--- src/rtl/flow_pc_pkg.sv ---
package flow_pc_pkg;
  typedef enum logic [2:0] {
    FL_SEQ = 3'd0,
    FL_BRA = 3'd1,
    FL_BCT = 3'd2,
    FL_BCF = 3'd3,
    FL_JMP = 3'd4,
    FL_BSR = 3'd5,
    FL_JSR = 3'd6,
    FL_RET = 3'd7
  } flow_op_e;
endpackage

--- src/rtl/flow_target_calc.sv ---
module flow_target_calc
  import flow_pc_pkg::*;
#(
  parameter int ADDR_W  = 32,
  parameter int DISP_W  = 12,
  parameter int SHORT_W = 8
) (
  input  flow_op_e          op_i,
  input  logic [ADDR_W-1:0] pc_i,
  input  logic [DISP_W-1:0] disp_i,
  input  logic [ADDR_W-1:0] reg_i,
  input  logic              t_i,
  input  logic [ADDR_W-1:0] link_i,
  output logic              take_o,
  output logic              call_o,
  output logic [ADDR_W-1:0] target_o
);
  localparam int LONG_PAD  = ADDR_W - DISP_W - 1;
  localparam int SHORT_PAD = ADDR_W - SHORT_W - 1;

  logic [ADDR_W-1:0] base;
  logic [ADDR_W-1:0] long_off;
  logic [ADDR_W-1:0] short_off;

  always_comb begin
    base      = pc_i + ADDR_W'(4);
    long_off  = {{LONG_PAD{disp_i[DISP_W-1]}}, disp_i, 1'b0};
    short_off = {{SHORT_PAD{disp_i[SHORT_W-1]}}, disp_i[SHORT_W-1:0], 1'b0};
  end

  always_comb begin
    take_o   = 1'b0;
    call_o   = 1'b0;
    target_o = base;
    unique case (op_i)
      FL_SEQ: ;
      FL_BRA: begin take_o = 1'b1; target_o = base + long_off; end
      FL_BCT: begin take_o = t_i;  target_o = base + short_off; end
      FL_BCF: begin take_o = !t_i; target_o = base + short_off; end
      FL_JMP: begin take_o = 1'b1; target_o = reg_i; end
      FL_BSR: begin take_o = 1'b1; call_o = 1'b1; target_o = base + long_off; end
      FL_JSR: begin take_o = 1'b1; call_o = 1'b1; target_o = reg_i; end
      FL_RET: begin take_o = 1'b1; target_o = link_i; end
      default: ;
    endcase
  end

  always_comb begin
    if (op_i == FL_SEQ) assert_seq_no_take_R2: assert (!take_o && !call_o);
  end
endmodule

--- src/rtl/flow_slot_ctrl.sv ---
module flow_slot_ctrl #(
  parameter int ADDR_W = 32
) (
  input  logic              clk,
  input  logic              rst_n,
  input  logic              adv_i,
  input  logic              take_i,
  input  logic [ADDR_W-1:0] target_i,
  output logic              slot_o,
  output logic [ADDR_W-1:0] pend_o
);
  logic              slot_q, slot_n;
  logic [ADDR_W-1:0] pend_q, pend_n;

  always_comb begin
    slot_n = slot_q;
    pend_n = pend_q;
    if (slot_q) begin
      slot_n = 1'b0;
    end else if (take_i) begin
      slot_n = 1'b1;
      pend_n = target_i;
    end
  end

  always_ff @(posedge clk or negedge rst_n) begin
    if (!rst_n) begin
      slot_q <= 1'b0;
      pend_q <= '0;
    end else if (adv_i) begin
      slot_q <= slot_n;
      pend_q <= pend_n;
    end
  end

  assign slot_o = slot_q;
  assign pend_o = pend_q;

  assert_slot_single_R4: assert property (@(posedge clk) disable iff (!rst_n)
    (slot_q && adv_i) |=> !slot_q);
endmodule

--- src/rtl/flow_link_reg.sv ---
module flow_link_reg #(
  parameter int ADDR_W = 32
) (
  input  logic              clk,
  input  logic              rst_n,
  input  logic              we_i,
  input  logic [ADDR_W-1:0] d_i,
  output logic [ADDR_W-1:0] q_o
);
  logic [ADDR_W-1:0] link_q, link_n;

  always_comb begin
    link_n = we_i ? d_i : link_q;
  end

  always_ff @(posedge clk or negedge rst_n) begin
    if (!rst_n) link_q <= '0;
    else        link_q <= link_n;
  end

  assign q_o = link_q;

  assert_link_quiet_R11: assert property (@(posedge clk) disable iff (!rst_n)
    !we_i |=> $stable(link_q));
endmodule

--- src/rtl/flow_pc_unit.sv ---
module flow_pc_unit
  import flow_pc_pkg::*;
#(
  parameter int          ADDR_W      = 32,
  parameter int          DISP_W      = 12,
  parameter int          SHORT_W     = 8,
  parameter int          SYNC_STAGES = 2,
  parameter logic [31:0] RESET_ADDR  = 32'h0000_1000
) (
  input  logic              clk,
  input  logic              rst_n,
  input  logic              stall_i,
  input  logic [2:0]        flow_op_i,
  input  logic [DISP_W-1:0] disp_i,
  input  logic [ADDR_W-1:0] reg_op_i,
  input  logic              t_flag_i,
  output logic [ADDR_W-1:0] fetch_pc_o,
  output logic [ADDR_W-1:0] link_o,
  output logic              slot_o
);
  localparam logic [ADDR_W-1:0] INSN_BYTES = ADDR_W'(2);
  localparam logic [ADDR_W-1:0] RST_PC     = ADDR_W'(RESET_ADDR);

  // reset synchronizer: asynchronous assert, synchronous release
  logic [SYNC_STAGES-1:0] rst_sync_q;
  logic                   rst_int_n;

  generate
    for (genvar s = 0; s < SYNC_STAGES; s++) begin : g_rst_sync
      always_ff @(posedge clk or negedge rst_n) begin
        if (!rst_n) rst_sync_q[s] <= 1'b0;
        else if (s == 0) rst_sync_q[s] <= 1'b1;
        else rst_sync_q[s] <= rst_sync_q[(s == 0) ? 0 : s-1];
      end
    end
  endgenerate

  assign rst_int_n = rst_sync_q[SYNC_STAGES-1];

  flow_op_e          op;
  logic              adv;
  logic              accept;
  logic              take_raw, call_raw;
  logic [ADDR_W-1:0] target;
  logic [ADDR_W-1:0] pc_q, pc_n;
  logic [ADDR_W-1:0] link_q;
  logic [ADDR_W-1:0] pend_q;
  logic              slot_q;

  assign op     = flow_op_e'(flow_op_i);
  assign adv    = !stall_i;
  assign accept = adv && !slot_q;

  flow_target_calc #(
    .ADDR_W (ADDR_W),
    .DISP_W (DISP_W),
    .SHORT_W(SHORT_W)
  ) target_i (
    .op_i    (op),
    .pc_i    (pc_q),
    .disp_i  (disp_i),
    .reg_i   (reg_op_i),
    .t_i     (t_flag_i),
    .link_i  (link_q),
    .take_o  (take_raw),
    .call_o  (call_raw),
    .target_o(target)
  );

  flow_slot_ctrl #(.ADDR_W(ADDR_W)) slot_i (
    .clk     (clk),
    .rst_n   (rst_int_n),
    .adv_i   (adv),
    .take_i  (take_raw),
    .target_i(target),
    .slot_o  (slot_q),
    .pend_o  (pend_q)
  );

  flow_link_reg #(.ADDR_W(ADDR_W)) link_i (
    .clk  (clk),
    .rst_n(rst_int_n),
    .we_i (accept && call_raw),
    .d_i  (pc_q + ADDR_W'(4)),
    .q_o  (link_q)
  );

  always_comb begin
    pc_n = slot_q ? pend_q : pc_q + INSN_BYTES;
  end

  always_ff @(posedge clk or negedge rst_int_n) begin
    if (!rst_int_n)  pc_q <= RST_PC;
    else if (adv)    pc_q <= pc_n;
  end

  assign fetch_pc_o = pc_q;
  assign link_o     = link_q;
  assign slot_o     = slot_q;

  assert_stall_hold_R3: assert property (@(posedge clk) disable iff (!rst_int_n)
    stall_i |=> ($stable(pc_q) && $stable(link_q) && $stable(slot_q)));

  assert_seq_step_R2: assert property (@(posedge clk) disable iff (!rst_int_n)
    (accept && op == FL_SEQ) |=> (pc_q == $past(pc_q) + INSN_BYTES && !slot_q));

  assert_slot_exit_R4: assert property (@(posedge clk) disable iff (!rst_int_n)
    (slot_q && adv) |=> pc_q == $past(pend_q));

  assert_fall_through_R6: assert property (@(posedge clk) disable iff (!rst_int_n)
    (accept && (op == FL_BCT || op == FL_BCF) && !take_raw) |=> !slot_q);

  assert_call_link_R8: assert property (@(posedge clk) disable iff (!rst_int_n)
    (accept && (op == FL_BSR || op == FL_JSR)) |=> link_q == $past(pc_q) + ADDR_W'(4));

  assert_ret_target_R9: assert property (@(posedge clk) disable iff (!rst_int_n)
    (accept && op == FL_RET) |=> (slot_q && pend_q == $past(link_q)));

  assert_slot_ignore_R10: assert property (@(posedge clk) disable iff (!rst_int_n)
    (slot_q && adv) |=> ($stable(link_q) && !slot_q));
endmodule

--- config.mk ---
export PLATFORM = sky130hd
export DESIGN_NAME = flow_pc_unit
export DESIGN_NICKNAME = d
export VERILOG_FILES = /design/src/rtl/flow_pc_pkg.sv /design/src/rtl/flow_target_calc.sv /design/src/rtl/flow_slot_ctrl.sv /design/src/rtl/flow_link_reg.sv /design/src/rtl/flow_pc_unit.sv
export SDC_FILE = /design/constraint.sdc
export NUM_CORES = 1
export LEC_CHECK = 0
export ABC_CLOCK_PERIOD_IN_PS = 4200
export BUFFER_PORTS_ARGS = -buffer_cell sky130_fd_sc_hd__clkbuf_2
export CORE_ASPECT_RATIO = 0.5
export CORE_UTILIZATION = 50
export CTS_BUF_LIST = sky130_fd_sc_hd__clkbuf_4
export DETAILED_ROUTE_END_ITERATION = 6
export PLACE_DENSITY = 0.72
export SYNTH_ARGS = -nofsm -noshare
export SYNTH_HDL_FRONTEND = slang
export SYNTH_SLANG_ARGS = --single-unit
--- constraint.sdc ---
create_clock -name clk -period 4.2 [get_ports clk]
set_input_delay 0.84 -clock clk [delete_from_list [all_inputs] [get_ports clk]]
set_output_delay 0.84 -clock clk [all_outputs]
set_load 0.05 [all_outputs]
==> results by group, run 1 <==
Logic synthesis
  – Synth warn: 0
  – Async S/R FF share, synth: 100%
  – Post-synthesis sequential area ratio: 34.2%
  – Synth Cell Area: 7240 µm²
  – Syn Area/Cell: ~8.3 µm²
  – Mapped Cells: 872
  – Mapped Nets: 956
  – Area leader, netlist: dfrtp_1
  – EDFF count, synth: 0
  – Dominant synthesized flop cell: dfrtp_1
  – Top cells by area, synth: dfrtp_1 (34%), o21ai_0 (8.2%), ha_1 (5.5%), nand2_1 (4.9%), mux2_2 (4.8%)
  – Flops & latches, synth: 99
  – Post-synth cell types: 75
  – Post-synth top area share: 33.9%

Power and ir drop
  – Cell Int Power: 2.96 mW
  – Switch share: 55.6%
  – Flop pwr share: 28.7%
  – Switching pwr: 3.71 mW
  – Leakage: 3.91 nW
  – PwrDens: 801 nW/µm²
  – Maximum VDD drop: 0.370 mV
  – Comb power frac: 61.9%
  – Clock power frac: 9.4%

GRT
  – GRT overflow: 0
  – Met2 Usage GRT: 41.7%
  – GRT Total Usage: 32.4%
  – Antenna violations before repair: 0
  – GR Util met3: a little under a tenth
  – GRT Max-Usage Layer: met1
  – Largest net degree at the start of global routing: 76
  – Global-route wire length before repair: 35,900 µm
  – GR Util met1: 51.7%
  – Number of global-route vias before repair: approximately 6.3k

Critical path
  – Crit end category: flop
  – CP Max Fanout: 8
  – Critical path required time: 4.63 ns
  – Worst setup path class: flop to flop
  – Arr. time, crit path: 4.49 ns
  – Critical Path Start Type: flop
  – FF-to-FF setup slack: approximately 0.14 ns

Cells and area
  – # fillers: 1,291
  – Share of post-route cells with drive strength above 1: roughly a quarter
  – Most frequent cells in the layout: o21ai_0 (117), clkbuf_2 (115), nand2_1 (94), dfrtp_1 (94), a21oi_1 (61)
  – Commonest non-fill, non-tap cell in the layout: o21ai_0
  – Nets: 1,065
  – Antenna fix cells: 0
  – Area of the multi-input gates: roughly 4400 µm²
  – Finished Layout Cells: 1,178
  – Register area: around 2500 µm²
  – Area delta synth->final: 14.8%

Clock network
  – CTS sink count: 99
  – H-tree Lvls: 3
  – Clock root cell: clkbuf_4
  – Clock transition at the registers of the reported paths: between 0.15 and 0.2 ns
  – Num CTS Buffers: 9
  – CTS Hold Bufs: 0
  – CTS tree: built
  – Clock tree buffer depth: 2
  – Skew-Pair Late Insertion Delay: 0.50 ns

Floorplanning
  – Die height: 87.1 µm
  – Core area: 13,900 µm²
  – # rows: 30
  – Ports: 116
  – Die area: 15,000 µm²
  – Die width: 172 µm
  – Initial Utilization: 52.3%

Placement
  – RD Place Congestion: 0.916
  – Placed instance count: approximately 1.2k
  – # port buffers: 115
  – Hpwl dp: ~18,000 µm

Route
  – Remaining antenna violation count: 0
  – Final wirelength: around 24,000 µm
  – Pre-antenna DRT Iters: 5
  – Drc violations: 0
  – Iter 0 DRT Violations: 791
  – Routed len/inst: 20.3 µm
  – Via count: 7,117
  – Vias per cell: 6.04

STA
  – Final setup fails: 0
  – Final hold slack: 0.104 ns
  – Max Slew Vio Count: 0
  – Final Hold Vio Count: 0
  – Final worst path period share: a little over nine tenths
  – Period minus WS final: between 4 and 5 ns
  – Worst Max-Slew Pin Slew: 0.924 ns
  – Max Clk Rate: 247 MHz
  – RSZ-0062 raised after global routing: yes
  – Slew HR: 38.4%
  – Clock Skews: 0.0250 ns

Flow run
  – Max_cap viols: 0

Min path
  – Hold Path Class: input port to asynchronous set/reset pin

Status
  – Status: finished clean
==> synth_stat cells (all sizes together) (19+ instances only) <==
cell type	number
a21o	19
a21oi	62
clkbuf	46
dfrtp	98
ha	32
inv	47
mux2	31
nand2	95
nand3	28
nor2	52
nor3	28
o21ai	124
xnor2	24
xor2	27
==> cells by family (layout without fill, tap and decap cells) <==
kind of cell,count (synthesis),count (layout),share of synthesized area (%)
AND/OR/NAND/NOR,268,268,18.5
multiplexers,33,33,5.10
buffers and inverters,100,214,6.08
adder cells (fa/ha/maj),33,33,5.81
XOR/XNOR,51,51,6.38
AO/OA/AOI/OAI,287,287,23.9
flip-flops,99,99,34.2
other,1,1,0.0518
==> metrics by stage <==
step	utilization, %	power (mW)	worst slack (ns)	setup TNS, ns	area (µm²)
2_1_floorplan	-	4.67	0.0703	0	7240
3_3_place_gp	58.3	5.84	0.247	0	8070
3_5_place_dp	58.3	5.89	0.126	0	8070
4_1_cts	59.5	6.53	0.0856	0	8250
5_1_grt	60.0	7.03	-0.0235	-0.0235	8310
6_report	60.0	6.66	0.145	0	8310
==> power groups by stage <==
stage	clock, mW	sequential (mW)	combinational (mW)
after global routing	0.662	1.97	4.40
after floorplan	0	2.73	1.93
after detailed placement	0	1.90	3.99
after CTS	0.635	1.88	4.01
final	0.625	1.91	4.12
after global placement	0	1.88	3.96
==> flip-flops by register name, summed over array words and instances, names as in the netlist <==
register and cells:
fetch_pc_o 32, slot_i.slot_o 1, rst_sync_q 1, rst_int_n 1, link_i.q_o 32, slot_i.pend_o 32
==> worst max-delay path: stages, from the launching register on <==
cell and delay [ns]:
dfrtp_1 0.52, and3_1 0.24, nand4_1 0.19, nor4_1 0.27, buf_4 0.17, nor2b_1 0.16, xor2_1 0.48, ha_1 0.35
a21o_1 0.19, a21o_1 0.19, a21o_1 0.22, a22o_1 0.21, a31o_2 0.24, or4_1 0.47, nand3_1 0.09
==> metal layers <==
layer  vias to the layer above  share of wire [%]
met5                         -                  0
met3                        21                 12
li1                       3332                  -
met2                       330                 38
met4                         0               0.97
met1                      3434                 49
==> final timing paths <==
| path | from | end | depth (start not counted) |
|---|---|---|---|
| setup / recovery | fetch_pc_o[8]$_DFFE_PN0N_ | slot_i.pend_o[30]$_DFFE_PN0P_ | 14 |
| hold / removal | rst_n | rst_int_n$_DFF_PN0_ | 1 |
| setup reg to reg | fetch_pc_o[8]$_DFFE_PN0N_ | slot_i.pend_o[30]$_DFFE_PN0P_ | 14 |
| hold reg to reg | rst_sync_q[0]$_DFF_PN0_ | rst_int_n$_DFF_PN0_ | 0 |
| max in group asynchronous | rst_int_n$_DFF_PN0_ | fetch_pc_o[3]$_DFFE_PN0N_ | 1 |
| min in group clk | rst_sync_q[0]$_DFF_PN0_ | rst_int_n$_DFF_PN0_ | 0 |
==> layout make-up <==
type / instances / share of cell area (%)
flip-flops and latches: 99 / 29.9
multi-input cells: 673 / 52.8
well taps: 192 / 2.89
clock inverters: 6 / 1.17
inverters: 47 / 2.12
clock buffers: 10 / 0.903
repair buffers: 151 / 10.2
==> timing repair <==
| item | 4_1_cts | 5_1_grt |
|---|---|---|
| setup buffers | 0 | 1 |
| setup endpoints to repair | 0 | 10 |
| resized for setup | 0 | 11 |
Note: power is estimated with default switching activity, not from simulation.
==> run 2, diff against run 1 <==
--- a/config.mk
+++ b/config.mk
@@ -7,11 +7,13 @@
 export LEC_CHECK = 0
 export ABC_CLOCK_PERIOD_IN_PS = 4200
 export BUFFER_PORTS_ARGS = -buffer_cell sky130_fd_sc_hd__clkbuf_2
+export CELL_PAD_IN_SITES_DETAIL_PLACEMENT = 1
+export CELL_PAD_IN_SITES_GLOBAL_PLACEMENT = 1
 export CORE_ASPECT_RATIO = 0.5
-export CORE_UTILIZATION = 50
+export CORE_UTILIZATION = 44
 export CTS_BUF_LIST = sky130_fd_sc_hd__clkbuf_4
 export DETAILED_ROUTE_END_ITERATION = 6
-export PLACE_DENSITY = 0.72
+export PLACE_DENSITY_LB_ADDON = 0.1
 export SYNTH_ARGS = -nofsm -noshare
 export SYNTH_HDL_FRONTEND = slang
 export SYNTH_SLANG_ARGS = --single-unit
==> run 2 against run 1 <==
Die area grew 13%; clock skew rose by 0.0047 ns; routed wire length is 14% higher; final cell count is 3.7% higher; design area grew 1.4%; combinational power up 5.1%; setup slack improved by 0.029 ns; largest cell class unchanged.
==> results by group, run 2 (synthesized netlist as in run 1, its figures left out) <==
STA
  – Slew HR: about 29%
  – Final hold slack: about 0.08 ns
  – Post-route worst setup slack: approximately 0.17 ns
  – Clock Skews: 0.0298 ns
  – Final TNS setup: 0 ns
  – Max Clk Rate: 248 MHz
  – Worst Max-Slew Pin Slew: 1.06 ns
  – Max Slew Vio Count: 0
  – Final worst path period share: 95.9%
  – Period minus WS final: 4.03 ns
  – RSZ-0062 raised after global routing: yes
  – Final setup fails: 0
  – Final Hold Vio Count: 0

Critical path
  – Critical path required time: 4.66 ns
  – Max incr delay on CP: between 0.4 and 0.5 ns
  – Cell repeated most along the worst path: a21o_1
  – Chain of cells forming the critical path: ha_1 -> and3_1 -> buf_4 -> nand3_2 -> nor2_4 -> and4_1 -> nand3_2 -> xnor2_1 -> ha_1 -> a21o_1 -> a21o_1 -> a21o_1 -> a22o_1 -> a31o_2 -> or4_1 -> nand3_1
  – Worst setup path class: flop to flop
  – Crit end category: flop
  – Worst flop-to-flop path endpoint: slot_i.pend_o[30]$_DFFE_PN0P_
  – Arr. time, crit path: 4.49 ns
  – Reg2reg start: fetch_pc_o[3]$_DFFE_PN0N_
  – Worst R2R Path Depth: 16
  – CP Max Fanout: 7
  – Slowest-stage cell, CP: dfrtp_2
  – FF-to-FF setup slack: 0.17 ns
  – Critical Path Start Type: flop

Cells and area
  – Finished Layout Cells: 1,222
  – # fillers: 1,947
  – Most frequent cells in the layout: o21ai_0 (116), clkbuf_2 (115), nand2_1 (94), dfrtp_1 (94), a21oi_1 (61)
  – Core Util, Final: 53.6%
  – Antenna fix cells: 0
  – Area delta synth->final: 16.4%
  – Design area: 8430 µm²
  – Share of post-route cells with drive strength above 1: 25.8%
  – Nets: between 1k and 1.5k
  – Commonest non-fill, non-tap cell in the layout: o21ai_0

Floorplanning
  – Ports: 116
  – Die area: ~17,000 µm²
  – Initial Utilization: 46.0%
  – Die width: 183 µm
  – # rows: 32
  – Die height: roughly 93 µm
  – Core area: 15,700 µm²

Route
  – Routed len/inst: 22.3 µm
  – Remaining antenna violation count: 0
  – Pre-antenna DRT Iters: 5
  – Final wirelength: ~27,000 µm
  – Iter 0 DRT Violations: 587
  – Drc violations: 0
  – Vias per cell: 5.99
  – Via count: approximately 7.3k

Power and ir drop
  – Leakage: 3.95 nW
  – Maximum VDD drop: 0.319 mV
  – PwrDens: 804 nW/µm²
  – Pwr Total: slightly below 7 mW

GRT
  – Number of global-route vias before repair: ~7k
  – Global-route wire length before repair: 41,700 µm
  – Antenna violations before repair: 3
  – Largest net degree at the start of global routing: 74
  – GRT overflow: 0
  – GRT Total Usage: 33.1%

Placement
  – RD Place Congestion: 0.947
  – Setup WS pre-CTS: 0.108 ns
  – # port buffers: 115
  – Post-place instance area: just over 8000 µm²
  – Placed instance count: around 1.2k
  – Hpwl dp: 20,800 µm

Clock network
  – Clock transition at the registers of the reported paths: 0.20 ns
  – Clock root cell: clkbuf_4
  – CTS tree: built
  – Num CTS Buffers: 9
  – H-tree Lvls: 3
  – CTS Hold Bufs: 0
  – Clock tree buffer depth: 2
  – CTS sink count: 99
  – Skew-Pair Late Insertion Delay: about 0.53 ns

Min path
  – Hold Path Class: input port to asynchronous set/reset pin

Status
  – Status: finished clean

Flow run
  – Max_cap viols: 0
[run 2: where the power goes]
part / total [mW] / switching (mW) / leakage [nW] / internal, mW
Sequential: 1.91 / 0.533 / 1.24 / 1.38
Combinational: 4.33 / 2.93 / 2.63 / 1.40
Clock: 0.540 / 0.402 / 0.0726 / 0.137
Total: 6.78 / 3.87 / 3.95 / 2.91
[run 2: layout make-up]
cell class	instances	area, µm²	share of cell area, %
Multi-Input combinational cell	673	4390	52.1
Sequential cell	99	2490	29.5
Timing Repair Buffer	166	958	11.4
Tap cell	221	277	3.28
Inverter	47	176	2.09
Clock inverter	7	75.1	0.890
Clock buffer	9	67.6	0.801
[run 2: layer usage]
metal	track usage, %	share of wire [%]	vias up
li1	-	-	3364
met1	54.1	52	3695
met2	43.9	39	242
met3	6.88	8.5	18
met4	4.31	0.55	2
met5	0	0.048	-
[run 2: critical path: cells and delay by family (launching register included)]
| family | cells | cell delay [ns] |
|---|---|---|
| XOR/XNOR | 1 | 0.26 |
| adder cells (fa/ha/maj) | 2 | 0.56 |
| flip-flops | 1 | 0.48 |
| AND/OR/NAND/NOR | 7 | 1.47 |
| buffers and inverters | 1 | 0.15 |
| AO/OA/AOI/OAI | 5 | 1.04 |
[run 2: how the worst max path moves through the flow]
stage / startpoint / to / slack [ns] / depth (start not counted)
after floorplan: fetch_pc_o[2]$_DFFE_PN0N_ / slot_i.pend_o[31]$_DFFE_PN0P_ / 0.07 / 19
after global placement: fetch_pc_o[2]$_DFFE_PN0N_ / slot_i.pend_o[27]$_DFFE_PN0P_ / 0.21 / 16
after detailed placement: fetch_pc_o[3]$_DFFE_PN0N_ / slot_i.pend_o[27]$_DFFE_PN0P_ / 0.11 / 18
after CTS: fetch_pc_o[3]$_DFFE_PN0N_ / slot_i.pend_o[27]$_DFFE_PN0P_ / 0.05 / 18
after global routing: fetch_pc_o[3]$_DFFE_PN0N_ / slot_i.pend_o[29]$_DFFE_PN0P_ / -0.02 / 18
final: fetch_pc_o[3]$_DFFE_PN0N_ / slot_i.pend_o[30]$_DFFE_PN0P_ / 0.17 / 16
[run 2: repair_timing]
action	CTS	global route
resized for setup	0	13
setup endpoints to repair	0	14
buffers inserted	0	1
==> run 3, diff against run 2 <==
--- a/config.mk
+++ b/config.mk
@@ -13,7 +13,7 @@
 export CORE_UTILIZATION = 44
 export CTS_BUF_LIST = sky130_fd_sc_hd__clkbuf_4
 export DETAILED_ROUTE_END_ITERATION = 6
-export PLACE_DENSITY_LB_ADDON = 0.1
+export PLACE_DENSITY = 0.87
 export SYNTH_ARGS = -nofsm -noshare
 export SYNTH_HDL_FRONTEND = slang
 export SYNTH_SLANG_ARGS = --single-unit
==> run 3 against run 2 <==
Clock skew increased by 0.0087 ns; global-route usage increased by 0.19 points; sequential power increased by 2%; highest routed layer unchanged; design area increased by 0.24%; largest cell class unchanged; die area unchanged; count of clock-buffer cells in the layout unchanged; combinational power increased by 0.9%; maximum frequency decreased by 1.5%.
==> results by group, run 3 (synthesized netlist as in run 1, its figures left out) <==
GRT
  – Antenna violations before repair: 3
  – Number of global-route vias before repair: 7,189
  – GRT overflow: 0
  – Largest net degree at the start of global routing: 77
  – GRT Total Usage: about a third
  – Global-route wire length before repair: 42,200 µm

Floorplanning
  – Ports: 116
  – Initial Utilization: 46.0%
  – Die area: around 17,000 µm²
  – Core area: between 15,000 and 20,000 µm²
  – # rows: 32
  – Die height: approximately 90 µm
  – Die width: 183 µm

Cells and area
  – Core Util, Final: 53.7%
  – Nets: 1,082
  – Area of the multi-input gates: around 4400 µm²
  – Finished Layout Cells: 1,223
  – Most frequent cells in the layout: o21ai_0 (116), clkbuf_2 (115), nand2_1 (94), dfrtp_1 (94), a21oi_1 (60)
  – Area delta synth->final: 16.7%
  – Share of post-route cells with drive strength above 1: 25.4%
  – Register area: 2490 µm²
  – # fillers: slightly below 2k
  – Commonest non-fill, non-tap cell in the layout: o21ai_0
  – Antenna fix cells: 0

Power and ir drop
  – Switch share: 56.3%
  – Leakage: 3.97 nW
  – Cell Int Power: between 3 and 4 mW
  – Comb power frac: between 60% and 70%
  – Flop pwr share: 28.0%
  – Clock power frac: 9.0%
  – Maximum VDD drop: 0.351 mV
  – PwrDens: around 800 nW/µm²
  – Switching pwr: approximately 4 mW

Critical path
  – Crit end category: flop
  – Worst setup path class: flop to flop
  – Critical Path Start Type: flop
  – Chain of cells forming the critical path: ha_2 -> and3_1 -> and3_2 -> inv_2 -> nor2_4 -> buf_4 -> nand2_1 -> xnor2_1 -> ha_1 -> buf_4 -> a21o_1 -> a21o_1 -> a22o_1 -> a31o_2 -> or4_1 -> nand3_1
  – Crit path from: fetch_pc_o[3]$_DFFE_PN0N_
  – Slowest-stage cell, CP: xnor2_1
  – Worst path bufs/invs: 3
  – Reg2reg start: fetch_pc_o[3]$_DFFE_PN0N_
  – Critical path required time: 4.67 ns
  – Arr. time, crit path: 4.56 ns
  – Top Family by Delay on Critical Path: simple AND/OR/NAND/NOR gates
  – CP Max Fanout: 6
  – Max incr delay on CP: 0.59 ns

Placement
  – # port buffers: 115
  – Placed instance count: 1,202
  – RD Place Congestion: 0.942
  – Hpwl dp: 21,000 µm

Route
  – Routed len/inst: 23.1 µm
  – Final wirelength: approximately 28,000 µm
  – Remaining antenna violation count: 0
  – Pre-antenna DRT Iters: 5
  – Iter 0 DRT Violations: 684
  – Via count: 7,484
  – Vias per cell: between 6 and 7
  – Drc violations: 0

Clock network
  – Clock tree buffer depth: 2
  – Clock transition at the registers of the reported paths: 0.20 ns
  – Clock root cell: clkbuf_4
  – Skew-Pair Late Insertion Delay: around 0.5 ns
  – CTS sink count: 99
  – Num CTS Buffers: 9
  – CTS Hold Bufs: 0
  – CTS tree: built
  – H-tree Lvls: 3

STA
  – Max Slew Vio Count: 0
  – Period minus WS final: 4.09 ns
  – Worst Max-Slew Pin Slew: 1.00 ns
  – Final Hold Vio Count: 0
  – Final worst path period share: a little over nine tenths
  – Final hold slack: roughly 0.11 ns
  – Max Clk Rate: 244 MHz
  – Final setup fails: 0
  – Clock Skews: 0.0385 ns
  – Slew HR: between 30% and 40%

Flow run
  – Max_cap viols: 0

Min path
  – Hold Path Class: input port to asynchronous set/reset pin

Status
  – Status: finished clean
## run 3: cell count changes in the layout (fill, tap and decap cells not counted), moves of 2 or more
cell       before  now
buf_4          51   53
bufinv_16       0    2
clkinv_4        2    0
clkinv_8        2    0
xor2_2          4    2
## run 3: what timing repair did
action                                  4_1_cts  5_1_grt
endpoints found under the setup margin        4       12
gates resized for setup                       3        7
hold endpoints to repair                      0        0
buffers inserted                              0        6
pin swaps                                     0        4
## run 3: metrics by stage
step | setup TNS [ns] | instance area, µm² | setup WS [ns] | total power, mW
final | 0 | 8450 | 0.110 | 6.94
after global routing | -0.0473 | 8450 | -0.0327 | 7.28
after CTS | 0 | 8380 | 0.0451 | 6.79
after detailed placement | -0.158 | 8200 | -0.116 | 6.13
after global placement | -0.00892 | 8200 | -0.00892 | 5.99
after floorplan | 0 | 7240 | 0.0703 | 4.67
## run 3: power by group through the flow
stage	registers, mW	clock network, mW	logic, mW
after global placement	1.91	0	4.08
final	1.95	0.628	4.37
after CTS	1.92	0.640	4.23
after detailed placement	1.93	0	4.19
after floorplan	2.73	0	1.93
after global routing	2.00	0.672	4.61
## run 3: area by class of cell
class                      instances  area share [%]
clock buffer                       9           0.799
tap                              221            3.27
multi-input combinational        673            51.8
inverter                          47            2.09
clock inverter                     6            1.14
timing repair buffer             168            11.5
sequential                        99            29.4
## run 3: worst paths after layout
kind | slack (ns) | endpoint | cells past startpoint
worst max-delay path | 0.11 | slot_i.pend_o[30]$_DFFE_PN0P_ | 16
worst min-delay path | 0.11 | rst_int_n$_DFF_PN0_ | 1
worst max register to register | 0.11 | slot_i.pend_o[30]$_DFFE_PN0P_ | 16
worst min register to register | 0.37 | rst_int_n$_DFF_PN0_ | 0
max in group asynchronous | 2.66 | fetch_pc_o[12]$_DFFE_PN1N_ | 1
min in group clk | 0.37 | rst_int_n$_DFF_PN0_ | 0
## run 3: worst register-to-register path, cell delays in order, from the launching register on
cell	delay (ns)
dfrtp_2	0.45
ha_2	0.24
and3_1	0.19
and3_2	0.24
inv_2	0.06
nor2_4	0.14
buf_4	0.14
nand2_1	0.06
xnor2_1	0.59
ha_1	0.38
buf_4	0.17
a21o_1	0.16
a21o_1	0.21
a22o_1	0.21
a31o_2	0.23
or4_1	0.47
nand3_1	0.10
## run 3: metal layers
layer / routed length [µm] / vias to the layer above / share of wire [%] / track usage, %
li1: - / 3363 / - / -
met1: 13400 / 3801 / 47 / 49.3
met2: 11700 / 291 / 41 / 47.3
met3: 2920 / 27 / 10 / 11.2
met4: 223 / 2 / 0.79 / 4.51
met5: 19 / - / 0.067 / 0
